### src/rtl/cip_pkg.sv
package cip_pkg;
  typedef enum logic {
    SEL_CTRL = 1'b0,
    SEL_DATA = 1'b1
  } reg_sel_e;
endpackage

### src/rtl/cip_slot.sv
module cip_slot #(
  parameter int CHAR_W = 8
) (
  input  logic              clk,
  input  logic              rst_n,
  input  logic              in_valid,
  input  logic [CHAR_W-1:0] in_data,
  output logic              in_ready,
  input  logic              take,
  input  logic              clr_ovr,
  output logic              full,
  output logic              ovr,
  output logic [CHAR_W-1:0] held
);
  logic              full_q, ovr_q;
  logic [CHAR_W-1:0] held_q;
  logic              accept, lost;

  assign accept = in_valid && !full_q;
  assign lost   = in_valid && full_q;

  always_ff @(posedge clk) begin
    if (!rst_n) begin
      full_q <= 1'b0;
      held_q <= '0;
    end else if (accept) begin
      full_q <= 1'b1;
      held_q <= in_data;
    end else if (take) begin
      full_q <= 1'b0;
    end
  end

  always_ff @(posedge clk) begin
    if (!rst_n)       ovr_q <= 1'b0;
    else if (lost)    ovr_q <= 1'b1;
    else if (clr_ovr) ovr_q <= 1'b0;
  end

  assign in_ready = !full_q;
  assign full     = full_q;
  assign ovr      = ovr_q;
  assign held     = held_q;
endmodule

### src/rtl/cip_ctl.sv
module cip_ctl #(
  parameter int VEC_W = 8
) (
  input  logic             clk,
  input  logic             rst_n,
  input  logic             wr_en,
  input  logic [VEC_W-1:0] wr_vec,
  input  logic             wr_enable,
  output logic [VEC_W-1:0] vec,
  output logic             enable
);
  always_ff @(posedge clk) begin
    if (!rst_n) begin
      vec    <= '0;
      enable <= 1'b0;
    end else if (wr_en) begin
      vec    <= wr_vec;
      enable <= wr_enable;
    end
  end
endmodule

### src/rtl/cip_chain.sv
module cip_chain #(
  parameter int DATA_W  = 32,
  parameter int VEC_W   = 8,
  parameter int VEC_LSB = 4
) (
  input  logic              pending,
  input  logic              enable,
  input  logic [VEC_W-1:0]  vec,
  input  logic              ack_in,
  output logic              irq,
  output logic              ack_out,
  output logic              ack_oe,
  output logic [DATA_W-1:0] ack_vec
);
  logic win;

  assign irq     = pending && enable;
  assign win     = ack_in && irq;
  assign ack_out = ack_in && !irq;
  assign ack_oe  = win;

  for (genvar i = 0; i < DATA_W; i++) begin : g_vbit
    if (i >= VEC_LSB && i < VEC_LSB + VEC_W) begin : g_on
      assign ack_vec[i] = win && vec[i-VEC_LSB];
    end else begin : g_off
      assign ack_vec[i] = 1'b0;
    end
  end
endmodule

### src/rtl/cip_char_port.sv
module cip_char_port #(
  parameter int DATA_W  = 32,
  parameter int CHAR_W  = 8,
  parameter int VEC_W   = 8,
  parameter int VEC_LSB = 4
) (
  input  logic              clk,
  input  logic              rst_n,
  input  logic              bus_addr,
  input  logic              bus_wr,
  input  logic              bus_rd,
  input  logic [DATA_W-1:0] bus_wdata,
  output logic [DATA_W-1:0] bus_rdata,
  input  logic              chr_valid,
  input  logic [CHAR_W-1:0] chr_data,
  output logic              chr_ready,
  output logic              irq_out,
  input  logic              ack_in,
  output logic              ack_out,
  output logic              ack_oe,
  output logic [DATA_W-1:0] ack_vec
);
  import cip_pkg::*;

  localparam int RDY_BIT = DATA_W - 1;
  localparam int REQ_BIT = DATA_W - 2;
  localparam int OVR_BIT = DATA_W - 3;
  localparam int EN_BIT  = 0;
  localparam int VEC_MSB = VEC_LSB + VEC_W - 1;

  reg_sel_e          sel;
  logic              ctrl_wr, ctrl_rd, data_rd;
  logic              full_q, ovr_q, enable_q;
  logic [CHAR_W-1:0] held_q;
  logic [VEC_W-1:0]  vec_q;
  logic              wdata_unused;

  assign sel     = reg_sel_e'(bus_addr);
  assign ctrl_wr = bus_wr && (sel == SEL_CTRL);
  assign ctrl_rd = bus_rd && (sel == SEL_CTRL);
  assign data_rd = bus_rd && (sel == SEL_DATA);
  assign wdata_unused = ^{bus_wdata[DATA_W-1:VEC_MSB+1], bus_wdata[VEC_LSB-1:EN_BIT+1]};

  cip_slot #(.CHAR_W(CHAR_W)) u_slot (
    .clk      (clk),
    .rst_n    (rst_n),
    .in_valid (chr_valid),
    .in_data  (chr_data),
    .in_ready (chr_ready),
    .take     (data_rd),
    .clr_ovr  (ctrl_rd),
    .full     (full_q),
    .ovr      (ovr_q),
    .held     (held_q)
  );

  cip_ctl #(.VEC_W(VEC_W)) u_ctl (
    .clk       (clk),
    .rst_n     (rst_n),
    .wr_en     (ctrl_wr),
    .wr_vec    (bus_wdata[VEC_MSB:VEC_LSB]),
    .wr_enable (bus_wdata[EN_BIT]),
    .vec       (vec_q),
    .enable    (enable_q)
  );

  cip_chain #(.DATA_W(DATA_W), .VEC_W(VEC_W), .VEC_LSB(VEC_LSB)) u_chain (
    .pending (full_q),
    .enable  (enable_q),
    .vec     (vec_q),
    .ack_in  (ack_in),
    .irq     (irq_out),
    .ack_out (ack_out),
    .ack_oe  (ack_oe),
    .ack_vec (ack_vec)
  );

  always_comb begin
    bus_rdata = '0;
    if (ctrl_rd) begin
      bus_rdata[RDY_BIT]         = full_q;
      bus_rdata[REQ_BIT]         = irq_out;
      bus_rdata[OVR_BIT]         = ovr_q;
      bus_rdata[VEC_MSB:VEC_LSB] = vec_q;
      bus_rdata[EN_BIT]          = enable_q;
    end else if (data_rd) begin
      bus_rdata[CHAR_W-1:0] = held_q;
    end
  end
endmodule

### config.mk
export PLATFORM = sky130hd
export DESIGN_NAME = cip_char_port
export DESIGN_NICKNAME = d
export VERILOG_FILES = /design/src/rtl/cip_pkg.sv /design/src/rtl/cip_slot.sv /design/src/rtl/cip_ctl.sv /design/src/rtl/cip_chain.sv /design/src/rtl/cip_char_port.sv
export SDC_FILE = /design/constraint.sdc
export NUM_CORES = 1
export LEC_CHECK = 0
export BUFFER_PORTS_ARGS = -buffer_cell sky130_fd_sc_hd__buf_2
export CAP_MARGIN = 30
export CORE_MARGIN = 1.5
export CORE_UTILIZATION = 30
export DETAILED_ROUTE_END_ITERATION = 8
export HOLD_SLACK_MARGIN = 0.05
export PLACE_DENSITY = 0.66
export SLEW_MARGIN = 15
export SYNTH_ARGS = -nofsm -noshare
export SYNTH_HDL_FRONTEND = slang
export SYNTH_HIERARCHICAL = 1
export SYNTH_SLANG_ARGS = --single-unit
### constraint.sdc
create_clock -name clk -period 1.2 [get_ports clk]
set_input_delay 0.18 -clock clk [delete_from_list [all_inputs] [get_ports clk]]
set_output_delay 0.18 -clock clk [all_outputs]
set_load 0.005 [all_outputs]
==> impl_metrics.py, run 1 <==
metrics = {
    "synth": {
        "synth_adder_area_share": 0,
        "muxShareOfSynthArea": 0.162,
        "synth_compound_area_frac": 0.0212,
        "synthCells": 152,
        "synth-xor-area-share": 0,
        "synth_top_family_by_area": "buffers and inverters",
        "yosysSeqAreaShare": 0.280,
        "syn_area_per_cell_um2": 8.92,
        "ys_seq_elements": 19,
        "synth_area_mm2": 0.00136,
        "ys_types": 18,
        "ys_warn_count": 6,
        "synthSimpleGateAreaFrac": 0.254,
    },
    "layout": {
        "fin_nets": 256,
        "final_layout_size_suffix_gt1_frac": 0.385,
        "fill_cells": 454,
        "n_antenna_cell": 0,
        "multi_input_area_um2": 754,
        "regArea_um2": 388,
        "area_growth_pct": 19.3,
        "final_common_cell": "buf_2",
        "final_cell_mix": "buf_2 (48), conb_1 (41), mux2i_1 (22)",
        "final_util": 0.372,
    },
    "flow_run": {
        "cap_viol_max_count": 0,
    },
    "die": {
        "die_w_um": 70.2,
        "die-area_mm2": 0.00493,
        "die_h_um": 70.2,
        "initial_utilization": 0.311,
        "core_area_mm2": 0.00435,
        "row_count": 24,
        "io_pins": 115,
    },
    "power": {
        "seqPwrFrac": 0.483,
        "pwr-share-clk": 0.318,
        "ir_worst_vdd_mv": 0.328,
        "p_int_mw": 1.04,
        "p_per_area_mw_per_mm2": 884,
        "leakage_nw": 0.867,
        "switching_share": 0.273,
        "power.total_mw": 1.43,
        "power_switching_uw": 390,
        "comb_power_share": 0.198,
    },
    "critical_path": {
        "cp_data_arrival_time_ns": 1.09,
        "endpoint_kind": "output pin",
        "crit_path_top_delay_cell": "dfxtp_2",
        "worst-path-max-fanout": 6,
        "worstSetupPathType": "reg2out",
        "slowest_delay_ns": 0.34,
        "cp_data_required_time_ns": 1.02,
        "startpoint_type": "flip-flop",
        "worstPathCellList": "buf_6 -> and2_4 -> and2_4 -> buf_6",
    },
    "sta": {
        "holdWs_ns": 0.157,
        "min_period_ns": 1.27,
        "finalMaxSlewViolations": 0,
        "setup_viol_count_final": 11,
        "fin_crit_sh": 1.06,
        "rsz0062_at_grt": "yes",
        "skew_ns": 0.000562,
        "setup_ws_ns": -0.0675,
        "max_clock_freq_mhz": 789,
        "final-hold-violation-count": 0,
    },
    "clock_network": {
        "numCtsBuffers": 3,
        "cts_tree": "yes",
        "post-cts-setup-buffer-count": 0,
        "clk_latency_ns": 0.26,
        "cts_max_path_buffers": 2,
        "numClockSinks": 19,
        "h-tree-depth": 1,
        "cts.clk_slew.worst_paths_ns": 0.08,
        "clock-root-buffer": "clkbuf_8",
    },
    "route": {
        "vias_per_cell": 4.01,
        "wl_per_cell_um": 10.3,
        "firstDrtPassIters": 3,
        "postRouteAntennaNets": 0,
        "drc_errors": 0,
        "wirelength_um": 2690,
        "drtIter0Drc": 11,
        "vias": 1042,
    },
    "global_routing": {
        "track_usage": 0.110,
        "grt.overflow.total": 0,
        "grt_pass1_vias": 942,
        "grt_pass1_wl_um": 4200,
        "grt_max_degree": 28,
        "antenna_found_initial": 0,
    },
    "place": {
        "port_buffers": 50,
        "routabilityCongestion": 0.698,
        "pre_cts_ws_ns": 0.120,
        "dp_hpwl_um": 2120,
    },
    "hold_path": {
        "min_path_type": "in2reg",
    },
    "run_status": {
        "status": "finished with violations",
        "violations": "setup timing",
    },
}
-- timing repair --
item,in CTS,in global routing
hold buffers,0,0
gates resized for setup,7,8
endpoints found under the setup margin,13,15
pin swaps,2,0
cloned,1,0
-- power groups by stage --
stage                     logic, mW  registers [mW]  clock network (mW)
after floorplan               0.271           0.700                   0
after global placement        0.269           0.703                   0
after detailed placement      0.271           0.705                   0
after CTS                     0.279           0.692               0.472
after global routing          0.318           0.698               0.500
final                         0.283           0.692               0.456
-- area by class of cell --
type | instances | share of cell area
inverter | 1 | 0.00232
sequential | 19 | 0.240
clock buffer | 3 | 0.0255
timing repair buffer | 61 | 0.223
multi-input combinational | 123 | 0.466
clock inverter | 1 | 0.00309
tap | 52 | 0.0402
-- logic make-up (layout without fill, tap and decap cells) --
logic type / count (synthesis) / count (layout)
compound gates: 3 / 3
buf+inv: 49 / 66
flops: 19 / 19
mux: 22 / 22
other cells: 2 / 41
simple gates: 57 / 57
-- worst paths after layout --
kind,startpoint,to,slack [ns],cells after the start
setup reg to reg,u_slot/full$_SDFFE_PN0P_,u_slot/held[2]$_SDFFE_PN0P_,0.20,4
hold reg to reg,u_slot/held[3]$_SDFFE_PN0P_,u_slot/held[3]$_SDFFE_PN0P_,0.46,2
hold / removal,chr_data[7],u_slot/held[7]$_SDFFE_PN0P_,0.16,3
setup / recovery,u_slot/full$_SDFFE_PN0P_,bus_rdata[30],-0.07,4
-- synth_stat cells (all sizes together) --
| library cell | number | area [µm²] |
|---|---|---|
| a21boi | 2 | 18.8 |
| and2 | 9 | 57.6 |
| and2b | 1 | 10.0 |
| and3 | 4 | 30.0 |
| and4 | 8 | 70.1 |
| buf | 48 | 372 |
| conb | 2 | 7.51 |
| dfxtp | 19 | 380 |
| inv | 1 | 3.75 |
| mux2i | 22 | 220 |
| nand2 | 18 | 67.6 |
| nand2b | 1 | 6.26 |
| nor2b | 16 | 103 |
| o211a | 1 | 10.0 |
-- flip-flops by register name, summed over array words and instances, names as in the netlist --
signal and flops:
u_slot/held 8, u_ctl/vec 8, u_slot/ovr 1, u_slot/full 1
u_ctl/enable 1
-- metrics by stage --
| stage | instance area [µm²] | TNS [ns] | instances |
|---|---|---|---|
| 6_report | 1620 | -0.199 | 260 |
| 5_1_grt | 1620 | -0.813 | 260 |
| 4_1_cts | 1590 | -0.478 | 260 |
| 3_5_place_dp | 1520 | 0 | 255 |
| 3_3_place_gp | 1520 | 0 | 255 |
| 2_1_floorplan | 1500 | 0 | 191 |
-- worst max-delay path, delay by kind of cell, from the launching register on --
kind / cells / cell delay (ns)
flip-flops: 1 / 0.34
buffers and inverters: 2 / 0.23
AND/OR/NAND/NOR: 2 / 0.26
-- layer usage --
metal,vias to the layer above,share of wire,GRT usage
met5,-,0,0
met4,0,0.018,0.0577
met3,4,0.058,0.0173
met2,41,0.53,0.190
met1,474,0.40,0.129
li1,523,-,-
No activity file was read; power rests on OpenSTA's default activity.
==> run 2: changes to the inputs <==
clock period = 1.4 ns   (was 1.2 ns; I/O delays follow)
==> run 2 against run 1 <==
Compared with the run above: the flow now finishes without violations; sequential share of layout area rose by 1.2 points; final area is 4.9% lower; combinational power is 24% lower; clock skew is 0.0010 ns higher; routed wire length is 0.97% lower; sequential cell count unchanged; critical path type unchanged; largest cell class unchanged; highest routed layer unchanged.
==> impl_metrics.py, run 2 (same netlist as run 1, synthesis figures left out) <==
metrics = {
    "route": {
        "vias_per_cell": 4.07,
        "vias": 1033,
        "wl_per_cell_um": 10.5,
        "drtIter0Drc": 30,
        "drc_errors": 0,
        "postRouteAntennaNets": 0,
        "wirelength_um": 2660,
        "firstDrtPassIters": 4,
    },
    "run_status": {
        "status": "finished clean",
    },
    "critical_path": {
        "crit_buf_inv": 2,
        "slowest_delay_ns": 0.39,
        "startpoint_type": "flip-flop",
        "worst-path-max-fanout": 7,
        "cp_data_required_time_ns": 1.19,
        "cp_top_family": "flip-flops",
        "r2r-start": "u_slot/full$_SDFFE_PN0P_",
        "crit_path_end": "ack_vec[6]",
        "regToRegSetupSlack_ns": 0.45,
        "path_depth": 3,
        "cp_data_arrival_time_ns": 1.09,
        "r2r_end": "u_slot/held[2]$_SDFFE_PN0P_",
        "r2r_cells": 3,
        "crit_path_top_delay_cell": "dfxtp_4",
        "worstSetupPathType": "reg2out",
        "worstPathCellList": "buf_4 -> and4_1 -> buf_2",
        "endpoint_kind": "output pin",
        "cp-startpoint": "u_slot/full$_SDFFE_PN0P_",
    },
    "place": {
        "routabilityCongestion": 0.726,
        "port_buffers": 50,
        "dp_hpwl_um": 2050,
    },
    "sta": {
        "holdWs_ns": 0.203,
        "fin_crit_sh": 0.927,
        "skew_ns": 0.00156,
        "finalMaxSlewViolations": 0,
        "setup_viol_count_final": 0,
        "rsz0062_at_grt": "no",
        "min_period_ns": 1.30,
        "finalSetupTns_ns": 0,
        "max_clock_freq_mhz": 771,
        "final-hold-violation-count": 0,
    },
    "power": {
        "seqPwrFrac": 0.504,
        "leakage_nw": 0.827,
        "power.total_mw": 1.18,
        "switching_share": 0.262,
        "ir_worst_vdd_mv": 0.290,
        "p_int_uw": 870,
        "comb_power_share": 0.183,
        "p_per_area_mw_per_mm2": 767,
        "power_switching_uw": 310,
        "pwr-share-clk": 0.314,
    },
    "clock_network": {
        "numClockSinks": 19,
        "numCtsBuffers": 3,
        "ctsHoldBuffers": 0,
        "post-cts-setup-buffer-count": 0,
        "cts_tree": "yes",
        "clock-root-buffer": "clkbuf_8",
        "clk_latency_ns": 0.25,
        "cts_max_path_buffers": 2,
        "cts.clk_slew.worst_paths_ns": 0.07,
        "cts_resized": 2,
        "h-tree-depth": 1,
    },
    "layout": {
        "final_cell_mix": "buf_2 (50), conb_1 (41), mux2i_1 (22)",
        "final_common_cell": "buf_2",
        "area_growth_pct": 13.4,
        "final_layout_size_suffix_gt1_frac": 0.342,
        "fin_nets": 250,
        "n_antenna_cell": 0,
    },
    "die": {
        "die_h_um": 70.2,
        "die-area_mm2": 0.00493,
        "core_area_mm2": 0.00435,
        "io_pins": 115,
        "initial_utilization": 0.311,
        "die_w_um": 70.2,
        "row_count": 24,
    },
    "global_routing": {
        "grt.overflow.total": 0,
        "grt_pass1_vias": 904,
        "grt_max_degree": 28,
        "grt_pass1_wl_um": 4050,
        "track_usage": 0.102,
        "antenna_found_initial": 0,
    },
    "flow_run": {
        "cap_viol_max_count": 0,
    },
    "hold_path": {
        "min_path_type": "in2reg",
    },
}
## run 2: cell type report
cell class                      count  area (µm²)
Clock inverter                      1        5.00
Clock buffer                        3        41.3
Timing Repair Buffer               55         288
Inverter                            1        3.75
Tap cell                           52        65.1
Sequential cell                    19         388
Fill cell                         472        2820
Multi-Input combinational cell    123         747
## run 2: through the flow
| stage | cells | instance area, µm² | util | setup WS [ns] |
|---|---|---|---|---|
| global placement | 250 | 1480 | 0.341 | 0.211 |
| detailed placement | 250 | 1480 | 0.341 | 0.211 |
| finish | 254 | 1540 | 0.353 | 0.103 |
| CTS | 254 | 1530 | 0.352 | 0.0592 |
| global route | 254 | 1540 | 0.353 | 0.0106 |
| floorplan | 191 | 1500 | - | 0.351 |
## run 2: per-layer routing
metal	track usage	wire length, µm	vias to the layer above
li1	-	-	513
met1	0.119	1150	479
met2	0.182	1350	39
met3	0.0130	130	2
met4	0.0449	34	0
met5	0	0	-
## run 2: worst min-delay path by stage
stage	startpoint	endpoint	slack, ns	cells after the start
final	chr_data[4]	u_slot/held[4]$_SDFFE_PN0P_	0.20	3
after global routing	chr_data[4]	u_slot/held[4]$_SDFFE_PN0P_	0.20	3
after CTS	chr_data[4]	u_slot/held[4]$_SDFFE_PN0P_	0.19	3
after detailed placement	u_slot/held[3]$_SDFFE_PN0P_	u_slot/held[3]$_SDFFE_PN0P_	0.44	2
after global placement	u_slot/held[1]$_SDFFE_PN0P_	u_slot/held[1]$_SDFFE_PN0P_	0.44	2
after floorplan	rst_n	u_ctl/enable$_SDFFE_PN0P_	0.34	1
## run 2: power by group through the flow
stage	registers (mW)	clock network (mW)	logic, mW
finish	0.594	0.370	0.216
floorplan	0.600	0	0.232
global route	0.599	0.412	0.244
global placement	0.607	0	0.213
CTS	0.596	0.392	0.217
detailed placement	0.608	0	0.217
## run 2: worst register-to-register path, stage by stage (launching register included)
cell	delay, ns
dfxtp_4	0.37
nor2b_2	0.10
buf_4	0.20
mux2i_1	0.21
==> run 3: changes to the inputs <==
CTS_BUF_LIST = sky130_fd_sc_hd__clkbuf_16   (was not set)
CTS_CLUSTER_DIAMETER = 40   (was not set)
SKIP_CTS_REPAIR_TIMING = 1   (was not set)
==> run 3 against run 2 <==
Compared with the run above: first-iteration DRC count shrank 20%; clock skew fell by 0.00071 ns; sequential power about the same; combinational power hardly changed; sequential share of layout area fell by 0.66 points; critical path depth unchanged; worst hold slack gained 0.0045 ns; non-clock buffer count stayed put; count of clock-buffer cells in the layout is the same; routed wire length decreased by 0.15%; register-to-register slack better by 0.02 ns; largest cell class unchanged; highest routed layer unchanged.
==> impl_metrics.py, run 3 (same netlist as run 1, synthesis figures left out) <==
metrics = {
    "route": {
        "vias_per_cell": 4.06,
        "drtIter0Drc": 24,
        "postRouteAntennaNets": 0,
        "drc_errors": 0,
        "vias": 1032,
        "wirelength_um": 2660,
        "wl_per_cell_um": 10.5,
        "firstDrtPassIters": 2,
    },
    "sta": {
        "max_clock_freq_mhz": 760,
        "fin_crit_sh": 0.940,
        "min_period_ns": 1.32,
        "finalMaxSlewViolations": 0,
        "final-hold-violation-count": 0,
        "rsz0062_at_grt": "no",
        "setup_ws_ns": 0.0837,
        "skew_ns": 0.000850,
        "setup_viol_count_final": 0,
    },
    "layout": {
        "final_layout_size_suffix_gt1_frac": 0.342,
        "final_cell_mix": "buf_2 (50), conb_1 (41), mux2i_1 (22)",
        "fin_nets": 250,
        "area_growth_pct": 15.7,
        "fill_cells": 467,
        "final_common_cell": "buf_2",
        "n_antenna_cell": 0,
        "stdcell_count": 254,
        "stdcell_area_mm2": 0.00157,
    },
    "power": {
        "leakage_nw": 0.842,
        "ir_worst_vdd_mv": 0.387,
        "p_per_area_mw_per_mm2": 884,
    },
    "critical_path": {
        "cp_data_arrival_time_ns": 1.11,
        "endpoint_kind": "output pin",
        "r2r_end": "u_slot/held[2]$_SDFFE_PN0P_",
        "worstSetupPathType": "reg2out",
        "crit_path_top_delay_cell": "dfxtp_2",
        "worst-path-max-fanout": 7,
        "r2r_cells": 3,
        "cp_data_required_time_ns": 1.19,
        "r2r-start": "u_slot/full$_SDFFE_PN0P_",
        "regToRegSetupSlack_ns": 0.47,
        "slowest_delay_ns": 0.40,
        "startpoint_type": "flip-flop",
        "worstPathCellList": "buf_4 -> and4_1 -> buf_2",
    },
    "run_status": {
        "status": "finished clean",
    },
    "global_routing": {
        "grt_pass1_wl_um": 4110,
        "grt_pass1_vias": 913,
        "grt.overflow.total": 0,
        "antenna_found_initial": 0,
        "track_usage": 0.104,
        "grt_max_degree": 28,
    },
    "clock_network": {
        "cts_tree": "yes",
        "clock-root-buffer": "clkbuf_16",
        "cts_max_path_buffers": 2,
        "numClockSinks": 19,
        "cts.clk_slew.worst_paths_ns": 0.05,
        "h-tree-depth": 1,
        "clk_latency_ns": 0.25,
        "numCtsBuffers": 3,
    },
    "die": {
        "initial_utilization": 0.311,
        "row_count": 24,
        "die_w_um": 70.2,
        "io_pins": 115,
        "die_h_um": 70.2,
        "die-area_mm2": 0.00493,
        "core_area_mm2": 0.00435,
    },
    "place": {
        "port_buffers": 50,
        "dpl.cell_count": 250,
        "placed_area_mm2": 0.00148,
        "dp_hpwl_um": 2050,
        "routabilityCongestion": 0.726,
        "pre_cts_ws_ns": 0.211,
    },
    "hold_path": {
        "whs_endpoint": "u_slot/held[4]$_SDFFE_PN0P_",
        "min_from": "chr_data[4]",
        "whs_path_depth": 3,
        "min_path_type": "in2reg",
    },
    "flow_run": {
        "cap_viol_max_count": 0,
    },
}
[run 3: cell types whose count changed in the layout (fill, tap and decap cells not counted)]
| cell | delta |
|---|---|
| clkbuf_8 | -3 |
| clkbuf_16 | +3 |
| dfxtp_2 | +1 |
| dfxtp_4 | -1 |
[run 3: layer usage]
metal,vias to the layer above,GRT usage,share of wire
met3,2,0.0130,0.049
met4,0,0.0513,0.013
met2,39,0.183,0.51
met5,-,0,0
li1,515,-,-
met1,476,0.122,0.42
[run 3: worst max path at each step]
stage,start,end,slack (ns),cells past startpoint
global placement,bus_addr,bus_rdata[29],0.21,4
floorplan,u_slot/full$_SDFFE_PN0P_,bus_rdata[30],0.35,3
global route,u_slot/full$_SDFFE_PN0P_,ack_vec[6],0.01,3
finish,u_slot/full$_SDFFE_PN0P_,ack_vec[6],0.08,3
CTS,u_slot/full$_SDFFE_PN0P_,ack_vec[4],-0.02,3
detailed placement,bus_addr,bus_rdata[9],0.21,4
[run 3: where the power goes]
part | switching [mW] | total [mW] | internal [mW]
logic | 0.114 | 0.215 | 0.101
registers | 0.0225 | 0.595 | 0.573
clock network | 0.194 | 0.576 | 0.382
[run 3: critical path, delay by kind of cell (launching register included)]
kind | cells | cell delay (ns)
flops | 1 | 0.40
simple gates | 1 | 0.18
buf+inv | 2 | 0.28
[run 3: through the flow]
stage / utilization / total power, mW / hold slack (ns) / TNS [ns]
floorplan: - / 0.832 / 0.338 / 0
global placement: 0.341 / 0.820 / 0.439 / 0
detailed placement: 0.341 / 0.825 / 0.442 / 0
CTS: 0.359 / 1.41 / 0.204 / -0.0599
global route: 0.360 / 1.47 / 0.203 / 0
finish: 0.360 / 1.39 / 0.207 / 0
[run 3: layout make-up]
class / instances / area (µm²) / share of cell area
multi-input cells: 123 / 747 / 0.476
flip-flops and latches: 19 / 385 / 0.246
repair buffers: 55 / 288 / 0.183
clock buffers: 3 / 75.1 / 0.0478
well taps: 52 / 65.1 / 0.0415
clock inverters: 1 / 5.00 / 0.00319
inverters: 1 / 3.75 / 0.00239
